**config.mk**
```make
export PLATFORM = sky130hd
export DESIGN_NAME = netctl_csr
export DESIGN_NICKNAME = d
export VERILOG_FILES = /design/src/rtl/netctl_csr_pkg.sv /design/src/rtl/netctl_csr_ptr.sv /design/src/rtl/netctl_csr_flags.sv /design/src/rtl/netctl_csr_cmd.sv /design/src/rtl/netctl_csr.sv
export SDC_FILE = /design/constraint.sdc
export NUM_CORES = 1
export LEC_CHECK = 0
export BUFFER_PORTS_ARGS = -buffer_cell sky130_fd_sc_hd__clkbuf_2
export CAP_MARGIN = 20
export CORE_ASPECT_RATIO = 1.4
export CORE_MARGIN = 4
export CORE_UTILIZATION = 38
export CTS_CLUSTER_SIZE = 24
export DETAILED_ROUTE_END_ITERATION = 7
export PLACE_DENSITY = 0.8
export SYNTH_ARGS = -nofsm -noshare
export SYNTH_HDL_FRONTEND = slang
export SYNTH_SLANG_ARGS = --single-unit
```
**constraint.sdc**
```tcl
create_clock -name clk -period 1.77 [get_ports clk]
set_input_delay 0.177 -clock clk [delete_from_list [all_inputs] [get_ports clk]]
set_output_delay 0.177 -clock clk [all_outputs]
set_load 0.02 [all_outputs]
```
**src/rtl/netctl_csr_pkg.sv**
```systemverilog
package netctl_csr_pkg;

  localparam int WORD_W  = 16;
  localparam int NFLAG   = 7;

  localparam int POS_ERR  = 15;
  localparam int POS_FLG0 = 8;
  localparam int POS_INTR = 7;
  localparam int POS_INEA = 6;
  localparam int POS_RXON = 5;
  localparam int POS_TXON = 4;
  localparam int POS_STOP = 2;
  localparam int POS_STRT = 1;
  localparam int POS_INIT = 0;

  // flag vector index: 0 init done, 1 tx done, 2 rx done, 3 mem timeout,
  // 4 missed, 5 heartbeat fail, 6 babble
  localparam logic [NFLAG-1:0] ERR_MASK  = 7'b1111000;
  localparam logic [NFLAG-1:0] INTR_MASK = 7'b1011111;

  function automatic logic err_of(input logic [NFLAG-1:0] f);
    return |(f & ERR_MASK);
  endfunction

  function automatic logic intr_of(input logic [NFLAG-1:0] f);
    return |(f & INTR_MASK);
  endfunction

  function automatic logic [WORD_W-1:0] pack_word(
    input logic [NFLAG-1:0] f,
    input logic inea, input logic rxon, input logic txon,
    input logic stop, input logic strt, input logic init);
    logic [WORD_W-1:0] w;
    w = '0;
    w[POS_FLG0 +: NFLAG] = f;
    w[POS_ERR]  = err_of(f);
    w[POS_INTR] = intr_of(f);
    w[POS_INEA] = inea;
    w[POS_RXON] = rxon;
    w[POS_TXON] = txon;
    w[POS_STOP] = stop;
    w[POS_STRT] = strt;
    w[POS_INIT] = init;
    return w;
  endfunction

endpackage

```
**src/rtl/netctl_csr_ptr.sv**
```systemverilog
module netctl_csr_ptr #(
  parameter int PTR_W = 2
) (
  input  logic             clk,
  input  logic             rst_n,
  input  logic             load,
  input  logic [PTR_W-1:0] din,
  output logic [PTR_W-1:0] ptr
);
  always_ff @(posedge clk or negedge rst_n) begin
    if (!rst_n)    ptr <= '0;
    else if (load) ptr <= din;
  end
endmodule

```
**src/rtl/netctl_csr_flags.sv**
```systemverilog
module netctl_csr_flags #(
  parameter int N = 7
) (
  input  logic         clk,
  input  logic         rst_n,
  input  logic         clr_all,
  input  logic [N-1:0] ev,
  input  logic [N-1:0] w1c,
  output logic [N-1:0] q
);
  for (genvar k = 0; k < N; k++) begin : g_flag
    always_ff @(posedge clk or negedge rst_n) begin
      if (!rst_n)       q[k] <= 1'b0;
      else if (clr_all) q[k] <= 1'b0;
      else if (ev[k])   q[k] <= 1'b1;
      else if (w1c[k])  q[k] <= 1'b0;
    end
  end
endmodule

```
**src/rtl/netctl_csr_cmd.sv**
```systemverilog
module netctl_csr_cmd (
  input  logic clk,
  input  logic rst_n,
  input  logic wr,
  input  logic w_stop,
  input  logic w_strt,
  input  logic w_init,
  input  logic w_inea,
  input  logic ev_mem,
  input  logic idon,
  input  logic no_rx,
  input  logic no_tx,
  output logic stop_q,
  output logic strt_q,
  output logic init_q,
  output logic inea_q,
  output logic rxon_q,
  output logic txon_q,
  output logic stop_cmd
);
  logic go, go_prev, go_rise;

  assign stop_cmd = wr & w_stop;
  assign go       = idon & strt_q;
  assign go_rise  = go & ~go_prev;

  always_ff @(posedge clk or negedge rst_n) begin
    if (!rst_n) begin
      stop_q <= 1'b1; strt_q <= 1'b0; init_q <= 1'b0;
      inea_q <= 1'b0; rxon_q <= 1'b0; txon_q <= 1'b0;
      go_prev <= 1'b0;
    end else if (stop_cmd) begin
      stop_q <= 1'b1; strt_q <= 1'b0; init_q <= 1'b0;
      inea_q <= 1'b0; rxon_q <= 1'b0; txon_q <= 1'b0;
      go_prev <= 1'b0;
    end else begin
      go_prev <= go;
      if (wr && (w_strt || w_init)) stop_q <= 1'b0;
      if (wr && w_strt) strt_q <= 1'b1;
      if (wr && w_init) init_q <= 1'b1;
      if (wr) inea_q <= w_inea;
      if (ev_mem) begin
        rxon_q <= 1'b0;
        txon_q <= 1'b0;
      end else if (go_rise) begin
        if (!no_rx) rxon_q <= 1'b1;
        if (!no_tx) txon_q <= 1'b1;
      end
    end
  end
endmodule

```
**src/rtl/netctl_csr.sv**
```systemverilog
module netctl_csr
  import netctl_csr_pkg::*;
#(
  parameter int PTR_W   = 2,
  parameter int NUM_CFG = 3
) (
  input  logic                       clk,
  input  logic                       rst_n,
  input  logic                       ptr_wr,
  input  logic                       data_wr,
  input  logic [WORD_W-1:0]          wdata,
  output logic [WORD_W-1:0]          rdata,
  input  logic [NUM_CFG*WORD_W-1:0]  cfg_rdata,
  output logic [NUM_CFG-1:0]         cfg_wr,
  output logic [WORD_W-1:0]          cfg_wdata,
  input  logic                       ev_babble,
  input  logic                       ev_hbfail,
  input  logic                       ev_miss,
  input  logic                       ev_memto,
  input  logic                       ev_rxdone,
  input  logic                       ev_txdone,
  input  logic                       ev_initdone,
  input  logic                       no_rx,
  input  logic                       no_tx,
  output logic                       irq,
  output logic                       init_req,
  output logic                       rx_en,
  output logic                       tx_en
);
  logic [PTR_W-1:0]  ptr_q;
  logic              wr_csr0;
  logic              stop_cmd;
  logic [NFLAG-1:0]  ev_vec, flag_q;
  logic              stop_q, strt_q, init_q, inea_q, rxon_q, txon_q;
  logic [WORD_W-1:0] csr_word;

  netctl_csr_ptr #(.PTR_W(PTR_W)) u_ptr (
    .clk(clk), .rst_n(rst_n), .load(ptr_wr),
    .din(wdata[PTR_W-1:0]), .ptr(ptr_q)
  );

  assign wr_csr0 = data_wr & (ptr_q == '0);
  assign ev_vec  = {ev_babble, ev_hbfail, ev_miss, ev_memto,
                    ev_rxdone, ev_txdone, ev_initdone};

  netctl_csr_cmd u_cmd (
    .clk(clk), .rst_n(rst_n), .wr(wr_csr0),
    .w_stop(wdata[POS_STOP]), .w_strt(wdata[POS_STRT]),
    .w_init(wdata[POS_INIT]), .w_inea(wdata[POS_INEA]),
    .ev_mem(ev_memto), .idon(flag_q[0]),
    .no_rx(no_rx), .no_tx(no_tx),
    .stop_q(stop_q), .strt_q(strt_q), .init_q(init_q),
    .inea_q(inea_q), .rxon_q(rxon_q), .txon_q(txon_q),
    .stop_cmd(stop_cmd)
  );

  netctl_csr_flags #(.N(NFLAG)) u_flags (
    .clk(clk), .rst_n(rst_n), .clr_all(stop_cmd),
    .ev(ev_vec),
    .w1c(wdata[POS_FLG0 +: NFLAG] & {NFLAG{wr_csr0}}),
    .q(flag_q)
  );

  assign csr_word = pack_word(flag_q, inea_q, rxon_q, txon_q,
                              stop_q, strt_q, init_q);

  for (genvar i = 0; i < NUM_CFG; i++) begin : g_cfg
    assign cfg_wr[i] = data_wr & stop_q & (ptr_q == PTR_W'(i + 1));
  end
  assign cfg_wdata = wdata;

  always_comb begin
    rdata = '0;
    if (ptr_q == '0) rdata = csr_word;
    for (int i = 0; i < NUM_CFG; i++) begin
      if (stop_q && ptr_q == PTR_W'(i + 1))
        rdata = cfg_rdata[i*WORD_W +: WORD_W];
    end
  end

  assign irq      = intr_of(flag_q) & inea_q;
  assign init_req = init_q;
  assign rx_en    = rxon_q;
  assign tx_en    = txon_q;
endmodule

```
==> results_dict.tcl <==
set metrics [dict create \
    status "finished clean" \
    clkTransAtPathRegs_ps 60 \
    synth_ff_type "dfrtp_1" \
    max_freq_mhz 567 \
    row_count 25 \
    setup_viol 0 \
    crit_arrival_ps 1590 \
    syn_area_sq_um 1370 \
    rsz0062_at_grt "true" \
    rr_endpoint "u_cmd.rxon_q" \
    syn_inst 155 \
    wirelength_microns 3910 \
    synth-edff-count 0 \
    clockBufferDepth 2 \
    period_share_pct 99.6 \
    p_total_mw 1.50 \
    max-vdd-ir-drop_mv 0.551 \
    drive_gt1_share_pct 52.7 \
    regArea_sq_um 402 \
    track_usage_pct 15.7 \
    clockRootBuffer "clkbuf_8" \
    ant_nets 0 \
    post-synth-top-count-cell "buf_4" \
    core_sq_um 3410 \
    synth_area_leader_cell "dfrtp_1" \
    preCtsSetupSlack_ps 133 \
    crit_path_start "u_flags.q[3]" \
    max_cap_violations 0 \
    fin_worst_skew_ps 3.22 \
    ios 116 \
    reg2reg_slack_ps 290 \
    synthTopCellsByArea "dfrtp_1, mux2i_1, buf_4" \
    multi_input_area_sq_um 772 \
    syn_area_per_cell_sq_um 8.81 \
    reg2reg_depth 5 \
    h-tree-depth 1 \
    syn2layout_area_growth_pct 38.8 \
    antenna_found_initial 0 \
    start_util_pct 40.0 \
    fin_crit_ps 1760 \
    place_hpwl_microns 3280 \
    antenna_cells 0 \
    fill_cells 322 \
    synth_top_area_share_pct 27.5 \
    nets 323 \
    wl_met3_microns 431 \
    grt_max_degree 30 \
    worstMarginPinSlew_ps 408 \
    yosysWarnings 0 \
    yosysSeqAreaShare_pct 29.4 \
    clock_latency_ps 240 \
    grt_pass1_vias 1341 \
    synthArstFlopShare_pct 100 \
    wire_per_inst_microns 13.7 \
    path_max_fanout 4 \
    finalMaxSlewViolations 0 \
    cts.sinks 16 \
    crit_end "rdata[7]" \
    powerDensity_nw_per_um2 790 \
    ys_types 35 \
    synth_common_cells "buf_4, a21oi_1, mux2i_1" \
    crit_type "flip-flop to primary output" \
    cp-end-kind "primary output" \
    die_width_microns 58.7 \
    slew_headroom_pct 72.8 \
    cts_tree "yes" \
    die_h_microns 78.9 \
    synth_fp_nets 232 \
    leakage_nw 1.01 \
    grt-ovfl-total 0 \
    dr.first_iter.drc_count 55 \
    dr_wl_met2_microns 2030 \
    cp-start-kind "flip-flop" \
    die-area_sq_um 4630 \
    ys_ff_latch 16 \
    holdWs_ps 130 \
    m1WireLength_microns 1420 \
    crit_required_ps 1590 \
    hold_class "input pin to flip-flop" \
    drt_first_pass_iters 4 \
    via_per_inst 5.05 \
    r2r_start "u_ptr.ptr[1]" \
    gp_congestion 0.760 \
    vias 1438 \
    port_buffers 105 \
    cts-buffers-inserted 3 \
    drc 0 \
    grt_pass1_wl_microns 5870 \
    layout_setup_ws_ps 6.83 \
    hold_viol_final 0 \
    routed.top_layer "met4" \
]
how the worst min path moves through the flow:
stage          startpoint  cells past startpoint       endpoint
2_1_floorplan       rst_n                      0  u_cmd.go_prev
4_1_cts          ev_memto                      2   u_cmd.txon_q
3_3_place_gp        rst_n                      1   u_flags.q[4]
6_report         ev_memto                      2   u_cmd.txon_q
5_1_grt          ev_memto                      2   u_cmd.rxon_q
3_5_place_dp        rst_n                      1   u_flags.q[5]
registers in the layout, summed over array words and instances, names as in the netlist:
register / flops
u_flags.q: 7
u_cmd.inea_q: 1
u_cmd.rxon_q: 1
u_cmd.init_q: 1
u_cmd.stop_q: 1
u_cmd.txon_q: 1
u_cmd.strt_q: 1
u_cmd.go_prev: 1
u_ptr.ptr: 2
placed cells by master (no fill, tap or decap), drive strengths merged, types with 2 or more instances in the layout:
cell      n
nand2     5
nor2      6
nand3     2
mux2i    16
clkbuf  107
buf       8
a21o      2
a21boi    7
inv       5
o22ai    13
o21a      7
a21oi    16
o21ai     5
nor3      4
nor2b    11
and2      3
dfrtp    15
timing repair:
| item | in CTS | in global routing |
|---|---|---|
| hold endpoints to repair | 15 | 0 |
| hold buffers | 1 | 0 |
| setup endpoints to repair | 13 | 15 |
| setup buffers | 0 | 1 |
| cloned | 0 | 0 |
| pin swaps | 0 | 1 |
| resized for setup | 1 | 9 |
power breakdown:
part           switching, mW  internal (mW)
sequential            0.0570          0.427
combinational          0.386          0.314
clock                  0.116          0.197
cells by family after synthesis:
group / share of synthesized area (%)
buffers and inverters: 15.4
and+or+nand+nor: 16.7
DFF: 29.4
muxes: 12.6
AOI/OAI and AO/OA: 25.9
through the flow:
stage | cells | util, % | cell area, sq um | TNS (ps)
6_report | 285 | 55.6 | 1890 | 0
5_1_grt | 285 | 55.6 | 1890 | -58.6
4_1_cts | 284 | 54.7 | 1870 | -19.7
3_5_place_dp | 279 | 52.8 | 1800 | 0
3_3_place_gp | 279 | 52.8 | 1800 | 0
2_1_floorplan | 155 | - | 1370 | 0
layer usage:
metal | global-route usage [%] | vias to the layer above
li1 | - | 723
met1 | 18.3 | 652
met2 | 28.3 | 61
met3 | 3.58 | 2
met4 | 4.08 | 0
met5 | 0 | -
critical path, stage by stage, from the launching register on:
cell and delay (ps):
dfrtp_1 420, or4_4 540, nor3_4 150, o31ai_1 80, buf_2 160
final cells by class:
type                       count  area share (%)
multi-input combinational    108            40.8
timing repair buffer         112            31.5
tap                           40            2.64
inverter                       5           0.991
clock buffer                   4            2.91
sequential                    16            21.2
No activity file was read; power rests on OpenSTA's default activity.
